File: src/rtl/lineRdPkg.sv
package lineRdPkg;
  typedef struct packed {
    logic accept;
    logic ack;
    logic idle;
  } busEvents_t;
endpackage

File: src/rtl/lineReaderFifo.sv
module lineReaderFifo #(
  parameter int W = 18,
  parameter int DEPTH = 8,
  localparam int PW = $clog2(DEPTH),
  localparam int CW = $clog2(DEPTH + 1)
) (
  input  logic          clk,
  input  logic          rst,
  input  logic          push,
  input  logic [W-1:0]  din,
  input  logic          pop,
  output logic [W-1:0]  dout,
  output logic          valid,
  output logic [CW-1:0] fill
);
  logic [W-1:0]  mem [DEPTH];
  logic [PW-1:0] wrPtr, rdPtr;
  logic [CW-1:0] count;
  logic          doPush, doPop;

  assign valid  = (count != '0);
  assign doPop  = pop && valid;
  assign doPush = push && ((count != CW'(DEPTH)) || doPop);
  assign dout   = mem[rdPtr];
  assign fill   = count;

  always_ff @(posedge clk) begin
    if (doPush) mem[wrPtr] <= din;
  end

  always_ff @(posedge clk) begin
    if (rst) begin
      wrPtr <= '0;
      rdPtr <= '0;
      count <= '0;
    end else begin
      if (doPush) wrPtr <= wrPtr + PW'(1);
      if (doPop)  rdPtr <= rdPtr + PW'(1);
      case ({doPush, doPop})
        2'b10:   count <= count + CW'(1);
        2'b01:   count <= count - CW'(1);
        default: count <= count;
      endcase
    end
  end
endmodule

File: src/rtl/lineReaderCtrl.sv
module lineReaderCtrl
  import lineRdPkg::*;
#(
  parameter int DEPTH = 8,
  localparam int CW = $clog2(DEPTH + 1),
  localparam int HALF = DEPTH / 2
) (
  input  logic          clk,
  input  logic          rst,
  input  logic [CW-1:0] fifoFill,
  input  logic          busStall,
  input  logic          busAck,
  input  logic          busErr,
  output logic          busCyc,
  output logic          busStb,
  output busEvents_t    ev
);
  logic          cycQ, stbQ;
  logic [CW-1:0] credits;
  logic [CW-1:0] outstanding;
  logic          accept, ack;

  assign accept = stbQ && !busStall;
  assign ack    = cycQ && busAck;

  always_ff @(posedge clk) begin
    if (rst) begin
      cycQ        <= 1'b0;
      stbQ        <= 1'b0;
      credits     <= '0;
      outstanding <= '0;
    end else if (cycQ && busErr) begin
      cycQ        <= 1'b0;
      stbQ        <= 1'b0;
      credits     <= '0;
      outstanding <= '0;
    end else if (!cycQ) begin
      outstanding <= '0;
      if (fifoFill <= CW'(HALF)) begin
        cycQ    <= 1'b1;
        stbQ    <= 1'b1;
        credits <= CW'(DEPTH) - fifoFill;
      end
    end else begin
      if (accept) begin
        credits <= credits - CW'(1);
        if (credits == CW'(1)) stbQ <= 1'b0;
      end
      case ({accept, ack})
        2'b10:   outstanding <= outstanding + CW'(1);
        2'b01:   outstanding <= outstanding - CW'(1);
        default: outstanding <= outstanding;
      endcase
      if (ack && !stbQ && outstanding == CW'(1)) cycQ <= 1'b0;
    end
  end

  assign busCyc    = cycQ;
  assign busStb    = stbQ;
  assign ev.accept = accept;
  assign ev.ack    = ack;
  assign ev.idle   = !cycQ;
endmodule

File: src/rtl/lineReaderAddr.sv
module lineReaderAddr
  import lineRdPkg::*;
#(
  parameter int AW = 12,
  parameter int CNTW = 8
) (
  input  logic            clk,
  input  logic            rst,
  input  busEvents_t      ev,
  input  logic [AW-1:0]   regionBase,
  input  logic [AW-1:0]   regionWords,
  input  logic [CNTW-1:0] lineWords,
  input  logic [CNTW-1:0] frameLines,
  input  logic [AW-1:0]   lastLine,
  output logic [AW-1:0]   busAdr,
  output logic            pushEol,
  output logic            pushEof
);
  logic [CNTW-1:0] reqWord, reqLine, retWord, retLine;
  logic [AW-1:0]   lineStart, adrQ, prevStart, lineLen;
  logic            reqEol, reqEof, retEol, retEof, wrapDown;

  assign lineLen  = AW'(lineWords);
  assign reqEol   = (reqWord == lineWords - CNTW'(1));
  assign reqEof   = reqEol && (reqLine == frameLines - CNTW'(1));
  assign retEol   = (retWord == lineWords - CNTW'(1));
  assign retEof   = retEol && (retLine == frameLines - CNTW'(1));
  assign wrapDown = (lineStart - regionBase) < lineLen;

  always_comb begin
    if (wrapDown) prevStart = regionBase + regionWords - lineLen;
    else          prevStart = lineStart - lineLen;
  end

  // request side: address walk
  always_ff @(posedge clk) begin
    if (rst) begin
      reqWord   <= '0;
      reqLine   <= '0;
      lineStart <= lastLine;
      adrQ      <= lastLine;
    end else if (ev.accept) begin
      if (!reqEol) begin
        reqWord <= reqWord + CNTW'(1);
        adrQ    <= adrQ + AW'(1);
      end else if (reqEof) begin
        reqWord   <= '0;
        reqLine   <= '0;
        lineStart <= lastLine;
        adrQ      <= lastLine;
      end else begin
        reqWord   <= '0;
        reqLine   <= reqLine + CNTW'(1);
        lineStart <= prevStart;
        adrQ      <= prevStart;
      end
    end
  end

  // return side: tags follow acknowledgements
  always_ff @(posedge clk) begin
    if (rst) begin
      retWord <= '0;
      retLine <= '0;
    end else if (ev.idle) begin
      retWord <= reqWord;
      retLine <= reqLine;
    end else if (ev.ack) begin
      if (!retEol) begin
        retWord <= retWord + CNTW'(1);
      end else begin
        retWord <= '0;
        retLine <= retEof ? '0 : retLine + CNTW'(1);
      end
    end
  end

  assign busAdr  = adrQ;
  assign pushEol = retEol;
  assign pushEof = retEof;
endmodule

File: src/rtl/lineReader.sv
module lineReader
  import lineRdPkg::*;
#(
  parameter int AW = 12,
  parameter int DW = 16,
  parameter int CNTW = 8,
  parameter int DEPTH = 8,
  localparam int CW = $clog2(DEPTH + 1)
) (
  input  logic            clk,
  input  logic            rst,
  input  logic [AW-1:0]   regionBase,
  input  logic [AW-1:0]   regionWords,
  input  logic [CNTW-1:0] lineWords,
  input  logic [CNTW-1:0] frameLines,
  input  logic [AW-1:0]   lastLine,
  output logic            busCyc,
  output logic            busStb,
  output logic [AW-1:0]   busAdr,
  input  logic            busStall,
  input  logic            busAck,
  input  logic            busErr,
  input  logic [DW-1:0]   busDat,
  input  logic            fifoRead,
  output logic            fifoValid,
  output logic [DW-1:0]   fifoData,
  output logic            fifoEol,
  output logic            fifoEof
);
  busEvents_t      ev;
  logic [CW-1:0]   fill;
  logic            pushEol, pushEof;
  logic [DW+1:0]   fifoOut;

  lineReaderCtrl #(.DEPTH(DEPTH)) u_ctrl (
    .clk(clk), .rst(rst), .fifoFill(fill), .busStall(busStall),
    .busAck(busAck), .busErr(busErr), .busCyc(busCyc), .busStb(busStb), .ev(ev)
  );

  lineReaderAddr #(.AW(AW), .CNTW(CNTW)) u_addr (
    .clk(clk), .rst(rst), .ev(ev), .regionBase(regionBase),
    .regionWords(regionWords), .lineWords(lineWords), .frameLines(frameLines),
    .lastLine(lastLine), .busAdr(busAdr), .pushEol(pushEol), .pushEof(pushEof)
  );

  lineReaderFifo #(.W(DW + 2), .DEPTH(DEPTH)) u_fifo (
    .clk(clk), .rst(rst), .push(ev.ack), .din({pushEof, pushEol, busDat}),
    .pop(fifoRead), .dout(fifoOut), .valid(fifoValid), .fill(fill)
  );

  assign fifoData = fifoOut[DW-1:0];
  assign fifoEol  = fifoOut[DW];
  assign fifoEof  = fifoOut[DW+1];
endmodule

File: config.mk
export PLATFORM = sky130hd
export DESIGN_NAME = lineReader
export DESIGN_NICKNAME = d
export VERILOG_FILES = /design/src/rtl/lineRdPkg.sv /design/src/rtl/lineReaderFifo.sv /design/src/rtl/lineReaderCtrl.sv /design/src/rtl/lineReaderAddr.sv /design/src/rtl/lineReader.sv
export SDC_FILE = /design/constraint.sdc
export NUM_CORES = 1
export LEC_CHECK = 0
export BUFFER_PORTS_ARGS = -buffer_cell sky130_fd_sc_hd__buf_2
export CELL_PAD_IN_SITES_DETAIL_PLACEMENT = 0
export CELL_PAD_IN_SITES_GLOBAL_PLACEMENT = 2
export CORE_MARGIN = 2
export CORE_UTILIZATION = 44
export CTS_CLUSTER_DIAMETER = 80
export DETAILED_ROUTE_END_ITERATION = 8
export GPL_ROUTABILITY_DRIVEN = 0
export PLACE_DENSITY_LB_ADDON = 0.05
export SYNTH_ARGS = -nofsm -noshare
export SYNTH_HDL_FRONTEND = slang
export SYNTH_SLANG_ARGS = --single-unit
export TNS_END_PERCENT = 30
File: constraint.sdc
create_clock -name clk -period 9.45 [get_ports clk]
set_clock_uncertainty 0.05 [all_clocks]
set_input_delay 1.89 -clock clk [delete_from_list [all_inputs] [get_ports clk]]
set_output_delay 1.89 -clock clk [all_outputs]
set_load 0.005 [all_outputs]
==> results of run 1 <==
==> worst reg2reg max path, delay by kind of cell, from the launching register on <==
kind                       cells  cell delay (ns)
and+or+nand+nor                3             0.43
adders and majority gates      2             0.57
AOI/OAI and AO/OA              9             2.12
muxes                          1             0.40
xor gates and xnor gates       1             0.14
DFF                            1             0.50
==> cells in the final DEF, fill, tap and decap left out, types with 5 or more instances in the layout <==
| cell type | instances |
|---|---|
| a211oi_1 | 8 |
| o21ai_0 | 32 |
| edfxtp_1 | 168 |
| nand3b_1 | 5 |
| buf_2 | 106 |
| a21o_1 | 6 |
| mux2i_1 | 15 |
| o21ai_1 | 6 |
| inv_1 | 75 |
| a311oi_1 | 9 |
| mux2_2 | 22 |
| o22ai_1 | 6 |
| and3_1 | 13 |
| xor2_1 | 41 |
| ha_1 | 59 |
| fa_1 | 11 |
| nor2_1 | 93 |
| o211ai_1 | 5 |
| nand4_1 | 8 |
| nand3_1 | 27 |
| o21a_1 | 7 |
| o221ai_1 | 6 |
| or3_1 | 8 |
| clkbuf_16 | 25 |
| buf_4 | 15 |
| nor2b_1 | 12 |
| nand2b_1 | 18 |
| nor2_2 | 7 |
| clkinv_1 | 5 |
| nor3_2 | 5 |
| a21oi_1 | 58 |
| xnor2_1 | 51 |
| mux4_2 | 36 |
| nand2_1 | 64 |
| nor3_1 | 15 |
| dfxtp_1 | 54 |
==> cell families after synthesis <==
kind of cell	after synthesis
AND/OR/NAND/NOR	303
flip-flops	223
AO/OA/AOI/OAI	185
buffers and inverters	119
XOR/XNOR	96
multiplexers	73
adder cells (fa/ha/maj)	70
==> worst min-delay path by stage <==
stage	depth (start not counted)	from	end
final	2	u_ctrl.credits[3]$_SDFFE_PP0P_	u_ctrl.credits[3]$_SDFFE_PP0P_
after global routing	2	u_ctrl.busStb$_SDFFE_PP0P_	u_ctrl.busStb$_SDFFE_PP0P_
after CTS	2	u_ctrl.credits[3]$_SDFFE_PP0P_	u_ctrl.credits[3]$_SDFFE_PP0P_
after detailed placement	2	u_ctrl.credits[3]$_SDFFE_PP0P_	u_ctrl.credits[3]$_SDFFE_PP0P_
after global placement	2	u_ctrl.credits[3]$_SDFFE_PP0P_	u_ctrl.credits[3]$_SDFFE_PP0P_
after floorplan	2	u_ctrl.credits[3]$_SDFFE_PP0P_	u_ctrl.credits[3]$_SDFFE_PP0P_
==> state kept, by name, summed over array words and instances, names as in the netlist, 3 cells and up, named ones only <==
register / cells
u_addr.lineStart: 12
u_addr.retLine: 8
u_addr.reqLine: 8
u_fifo.wrPtr: 3
u_ctrl.outstanding: 4
u_addr.busAdr: 12
u_fifo.mem: 144
u_fifo.rdPtr: 3
u_addr.reqWord: 8
u_ctrl.credits: 4
u_addr.retWord: 8
u_fifo.fill: 4
==> metrics by stage <==
step	power (mW)	setup slack [ns]	instances
after floorplan	1.82	4.00	1069
after global placement	2.06	3.62	1525
after detailed placement	2.06	3.48	1525
after CTS	3.00	4.03	1567
after global routing	3.14	3.76	1567
final	2.96	4.02	1567
==> area by class of cell <==
cell class              instances  area (µm²)
multi-input cells             727        5810
fillers                      2529       13600
repair buffers                121         643
well taps                     378         473
inverters                      76         285
clock inverters                13         145
flip-flops and latches        223        6150
clock buffers                  29         641
==> power groups by stage <==
| stage | logic, mW | clock network (mW) | registers, mW |
|---|---|---|---|
| 3_3_place_gp | 0.853 | 0 | 1.21 |
| 3_5_place_dp | 0.849 | 0 | 1.21 |
| 6_report | 0.841 | 0.934 | 1.19 |
| 5_1_grt | 0.949 | 0.995 | 1.20 |
| 4_1_cts | 0.856 | 0.958 | 1.19 |
| 2_1_floorplan | 0.639 | 0 | 1.18 |
==> routing by layer <==
| metal | global-route usage [%] | up-vias | wire (µm) |
|---|---|---|---|
| met3 | 2.07 | 37 | 1280 |
| met4 | 4.20 | 0 | 457 |
| li1 | - | 4145 | - |
| met1 | 26.9 | 4043 | 13000 |
| met5 | 0 | - | 0 |
| met2 | 33.0 | 200 | 13700 |
==> impl_metrics.toml, run 1 <==
[clock_tree]
cts_buffers = 24
cts-resized-gates = 0
cts.sinks = 223
cts_buffer_depth = 3
ctsRootBufferMaster = "clkbuf_16"
cts_tree = "built"
htree_levels = 1
path_clk_slew_ns = 0.06
insertion_delay_ns = 0.52
ctsHoldBuffers = 0
cts_setup_buffers = 0

[placement]
dpl_cell_area_mm2 = 0.0134
io_buffers = 106
dpl.hpwl_mm = 20.0

[synth]
async_flop_share_pct = 0
syn_area_mm2 = 0.0124
yosys_warnings = 0
synth_area_leaders = "edfxtp_1, dfxtp_1, mux4_2"
synth_compound_area_share_pct = 9.85
synth-xor-area-share_pct = 7.23
synth-seq-cells = 223
synth_edf_count = 168
synth_top_family_by_area = "simple AND/OR/NAND/NOR gates"
synth.top_cell.area_share_pct = 40.7
ys_types = 75
avgSynthCellArea_um2 = 11.6
synth_seq_area_share_pct = 49.6
synth_top_area_cell = "edfxtp_1"
synthesis.nets = 1213
synth_cells = 1069
synthMuxAreaShare_pct = 9.75
yosys.area_share.adder_pct = 7.73
synth_commonest_cells = "edfxtp_1, nor2_1, inv_1"
yosysMostFrequentCell = "edfxtp_1"
synthSimpleGateAreaFrac_pct = 12.1
ys.flop_type = "edfxtp_1"

[setup_path]
start_kind = "input pin"
worstReg2RegStart = "u_addr.lineStart[1]$_DFFE_PP_"
r2r_cells = 16
crit_arrival_ns = 5.71
cp-startpoint = "regionBase[1]"
path_cells = "buf_2, inv_1, ha_1, nor2b_1, o31a_1, o21a_1, o21a_1, o21a_1, nor2_1, xnor2_1, ha_1, a221oi_1, o211a_1, o2111ai_1, nand4b_1, a21o_1, mux2_2, a221oi_1"
cpMostUsedCell = "o21a_1"
slowest_stage = "a21o_1"
path_max_fanout = 12
cpLargestDelayFamily = "compound AO/OA/AOI/OAI gates"
critPathKind = "in2reg"
critPathMaxStageDelay_ns = 0.43
crit_required_ns = 9.73
path_buf_inv = 2
reg2reg_slack_ns = 5.07
timing.rr.end = "u_addr.busAdr[11]$_DFFE_PP_"
crit_path_end_kind = "flop"
crit_path_end = "u_addr.busAdr[11]$_DFFE_PP_"
crit_cells = 18

[timing]
rsz0062_at_grt = "false"
slew_violations = 0
worst_slew_pin_slew_ns = 1.06
whs_ns = 0.444
fmax_ghz = 0.184
tns_ns = 0
hold_viol = 0
slew_headroom_pct = 29.1
fin_crit_sh_pct = 57.4
setup_viol = 0
min_period_ns = 5.43

[pwr]
p_clk_share_pct = 31.5
p_leak_nw = 5.38
power.density_mw_per_mm2 = 210
internal_power_mw = 2.09
power_frac_comb_pct = 28.4
p_sw_share_pct = 29.5
peakVddDrop_v = 0.000124
switchingPower_uw = 874
seqPwrFrac_pct = 40.1

[floorplanning]
io_pins = 107
core_area_mm2 = 0.0278
fp.dieW_um = 172
start_util_pct = 44.6
placementRows = 61
die_h_um = 172
die_area_mm2 = 0.0295

[routing]
dr.pass1.iters = 5
ant_nets = 0
wl_mm = 28.5
drt_iter0_markers = 698
wl_per_cell_um = 18.2
vias = 8425
remaining_drc_errors = 0
via_per_inst = 5.38

[final_layout]
fin_nets = 1317
design_area_mm2 = 0.0141
antenna_cells = 0
syn2layout_area_growth_pct = 14.1
drive_gt1_share_pct = 19.8
fin_util_pct = 50.9

[status]
outcome = "completed"

[grt]
grt_pass1_vias = 8091
grt_start_max_net_pins = 46
grt_pass1_wl_mm = 44.5
grt_util_all_layers_pct = 19.4
gr-total-overflow = 0
antenna_found_initial = 0

[min_path]
hold_path.class = "reg2reg"

[flow_run]
cap_violations = 0
Note: power is estimated with default switching activity, not from simulation.
==> run 2: changes to the inputs <==
Settings changed: ABC_AREA set to 1, CORE_UTILIZATION 44 to 36.
Clock period 9.45 ns to 5.1 ns, I/O delays scaled along.
==> impl_metrics.toml, run 2 <==
[synth]
synth_compound_area_share_pct = 10.4
async_flop_share_pct = 0
synth_edf_count = 168
yosys.area_share.adder_pct = 7.30
ys.flop_type = "edfxtp_1"
synth_top_family_by_area = "simple AND/OR/NAND/NOR gates"
synth-xor-area-share_pct = 3.87
synth-seq-cells = 223
synthesis.nets = 1773
synth_cells = 1629
yosys_warnings = 0
ys_types = 36
synth_area_leaders = "edfxtp_1, nand2_1, dfxtp_1"
synthSimpleGateAreaFrac_pct = 23.9
synth.top_cell.area_share_pct = 38.4
synth_top_area_cell = "edfxtp_1"
synthMuxAreaShare_pct = 0
syn_area_mm2 = 0.0131
avgSynthCellArea_um2 = 8.06
synth_commonest_cells = "nand2_1, nor2_1, inv_1"
yosysMostFrequentCell = "nand2_1"
synth_seq_area_share_pct = 46.8

[setup_path]
cpLargestDelayFamily = "simple AND/OR/NAND/NOR gates"
crit_path_end_kind = "flop"
critPathMaxStageDelay_ns = 0.68
path_cells = "buf_2, inv_2, ha_1, nand2_1, o21ai_1, nand3_1, nand2_1, nand2_1, nor2_1, nand2_1, nor2_1, buf_4, inv_1, nand2_1"
start_kind = "input pin"
crit_arrival_ns = 3.97
path_buf_inv = 4
cpMostUsedCell = "nand2_1"
slowest_stage = "nand2_1"
critPathKind = "in2reg"
crit_required_ns = 5.20
path_max_fanout = 19

[clock_tree]
cts.sinks = 223
cts_buffers = 26
cts-resized-gates = 0
ctsHoldBuffers = 0
htree_levels = 1
cts_setup_buffers = 0
ctsRootBufferMaster = "clkbuf_16"
path_clk_slew_ns = 0.06
cts_buffer_depth = 3
cts_tree = "built"
insertion_delay_ns = 0.54

[floorplanning]
die_h_um = 195
fp.dieW_um = 195
die_area_mm2 = 0.0380
io_pins = 107
core_area_mm2 = 0.0357
start_util_pct = 36.7
placementRows = 69

[grt]
grt_util_all_layers_pct = 19.0
gr-total-overflow = 0
antenna_found_initial = 1
grt_pass1_wl_mm = 58.0
grt_start_max_net_pins = 73
grt_pass1_vias = 10763

[final_layout]
antenna_cells = 0
top_register = "u_fifo.mem"
ff_latch_area_mm2 = 0.00615
design_area_mm2 = 0.0151
final_cells = 2216
syn2layout_area_growth_pct = 15.1
multi_input_area_mm2 = 0.00599
final_common_cell = "nand2_1"
fin_nets = 1879
final_cell_mix = "nand2_1, nor2_1, inv_1"
fillers = 3712
largest_register_ffs = 144
drive_gt1_share_pct = 10.4

[placement]
dp.cells = 2168
dpl_cell_area_mm2 = 0.0142
io_buffers = 106
dpl.hpwl_mm = 26.7
place_ws_ns = 0.627

[flow_run]
cap_violations = 0

[timing]
fin_crit_sh_pct = 75.8
setup_viol = 0
worst_slew_pin_slew_ns = 0.892
tns_ns = 0
rsz0062_at_grt = "false"
timing.final.ws_setup_ns = 1.23
fmax_ghz = 0.259
min_period_ns = 3.87
hold_viol = 0
slew_violations = 0
slew_headroom_pct = 40.4

[routing]
ant_nets = 0
wl_per_cell_um = 16.6
via_per_inst = 4.94
drt_iter0_markers = 587
wl_mm = 36.7
dr.pass1.iters = 5
remaining_drc_errors = 0
vias = 10941

[pwr]
p_leak_nw = 6.46
peakVddDrop_v = 0.000167
finalPower_mw = 6.27
power.density_mw_per_mm2 = 415

[min_path]
hold_path.class = "reg2reg"

[status]
outcome = "completed"
==> run 2: cell count changes after synthesis, sizes merged, moves of 18 or more <==
| cell | previous run | this run |
|---|---|---|
| nor2 | 100 | 223 |
| mux2 | 22 | 0 |
| nand2 | 65 | 346 |
| nand3 | 27 | 138 |
| a21oi | 58 | 77 |
| mux4 | 36 | 0 |
| xnor2 | 51 | 20 |
| inv | 75 | 214 |
| o22ai | 6 | 25 |
| a31oi | 4 | 29 |
| o21ai | 38 | 112 |
| nand2b | 18 | 0 |
==> run 2: final timing paths <==
| path | start | endpoint | slack, ns | cells past startpoint |
|---|---|---|---|---|
| worst min register to register | u_fifo.rdPtr[2]$_SDFFE_PP0P_ | u_fifo.rdPtr[2]$_SDFFE_PP0P_ | 0.39 | 1 |
| worst max-delay path | lineWords[0] | u_addr.lineStart[10]$_DFFE_PP_ | 1.23 | 14 |
| worst max register to register | u_addr.lineStart[0]$_DFFE_PP_ | u_addr.lineStart[1]$_DFFE_PP_ | 1.42 | 21 |
| worst min-delay path | u_fifo.rdPtr[2]$_SDFFE_PP0P_ | u_fifo.rdPtr[2]$_SDFFE_PP0P_ | 0.39 | 1 |
==> run 2: cells by family after synthesis <==
group	Yosys count
buffers and inverters	267
adder cells (fa/ha/maj)	70
flip-flops	223
AO/OA/AOI/OAI	254
AND/OR/NAND/NOR	757
XOR/XNOR	58
==> run 2: area by class of cell <==
cell class,instances,share of cell area (%)
multi-input combinational,1139,39.6
tap,461,3.82
clock buffer,34,4.70
timing repair buffer,125,4.45
clock inverter,14,1.25
sequential,223,40.7
inverter,220,5.46
==> run 2: metrics by stage <==
stage          util (%)  hold WS (ns)
3_3_place_gp       39.8         0.374
5_1_grt            42.3         0.417
6_report           42.3         0.393
3_5_place_dp       39.8         0.381
4_1_cts            42.3         0.392
2_1_floorplan         -         0.362
==> run 2: where the power goes <==
part | switching [mW] | total (mW) | internal (mW)
sequential | 0.177 | 2.30 | 2.13
combinational | 1.29 | 2.02 | 0.732
clock | 0.755 | 1.94 | 1.19
total | 2.22 | 6.27 | 4.05
==> run 2: layer usage <==
metal	global-route usage [%]	up-vias	routed length, µm
met1	25.1	5104	17100
met4	3.11	2	417
met2	34.2	169	18000
li1	-	5635	-
met5	0	-	11
met3	2.06	31	1240
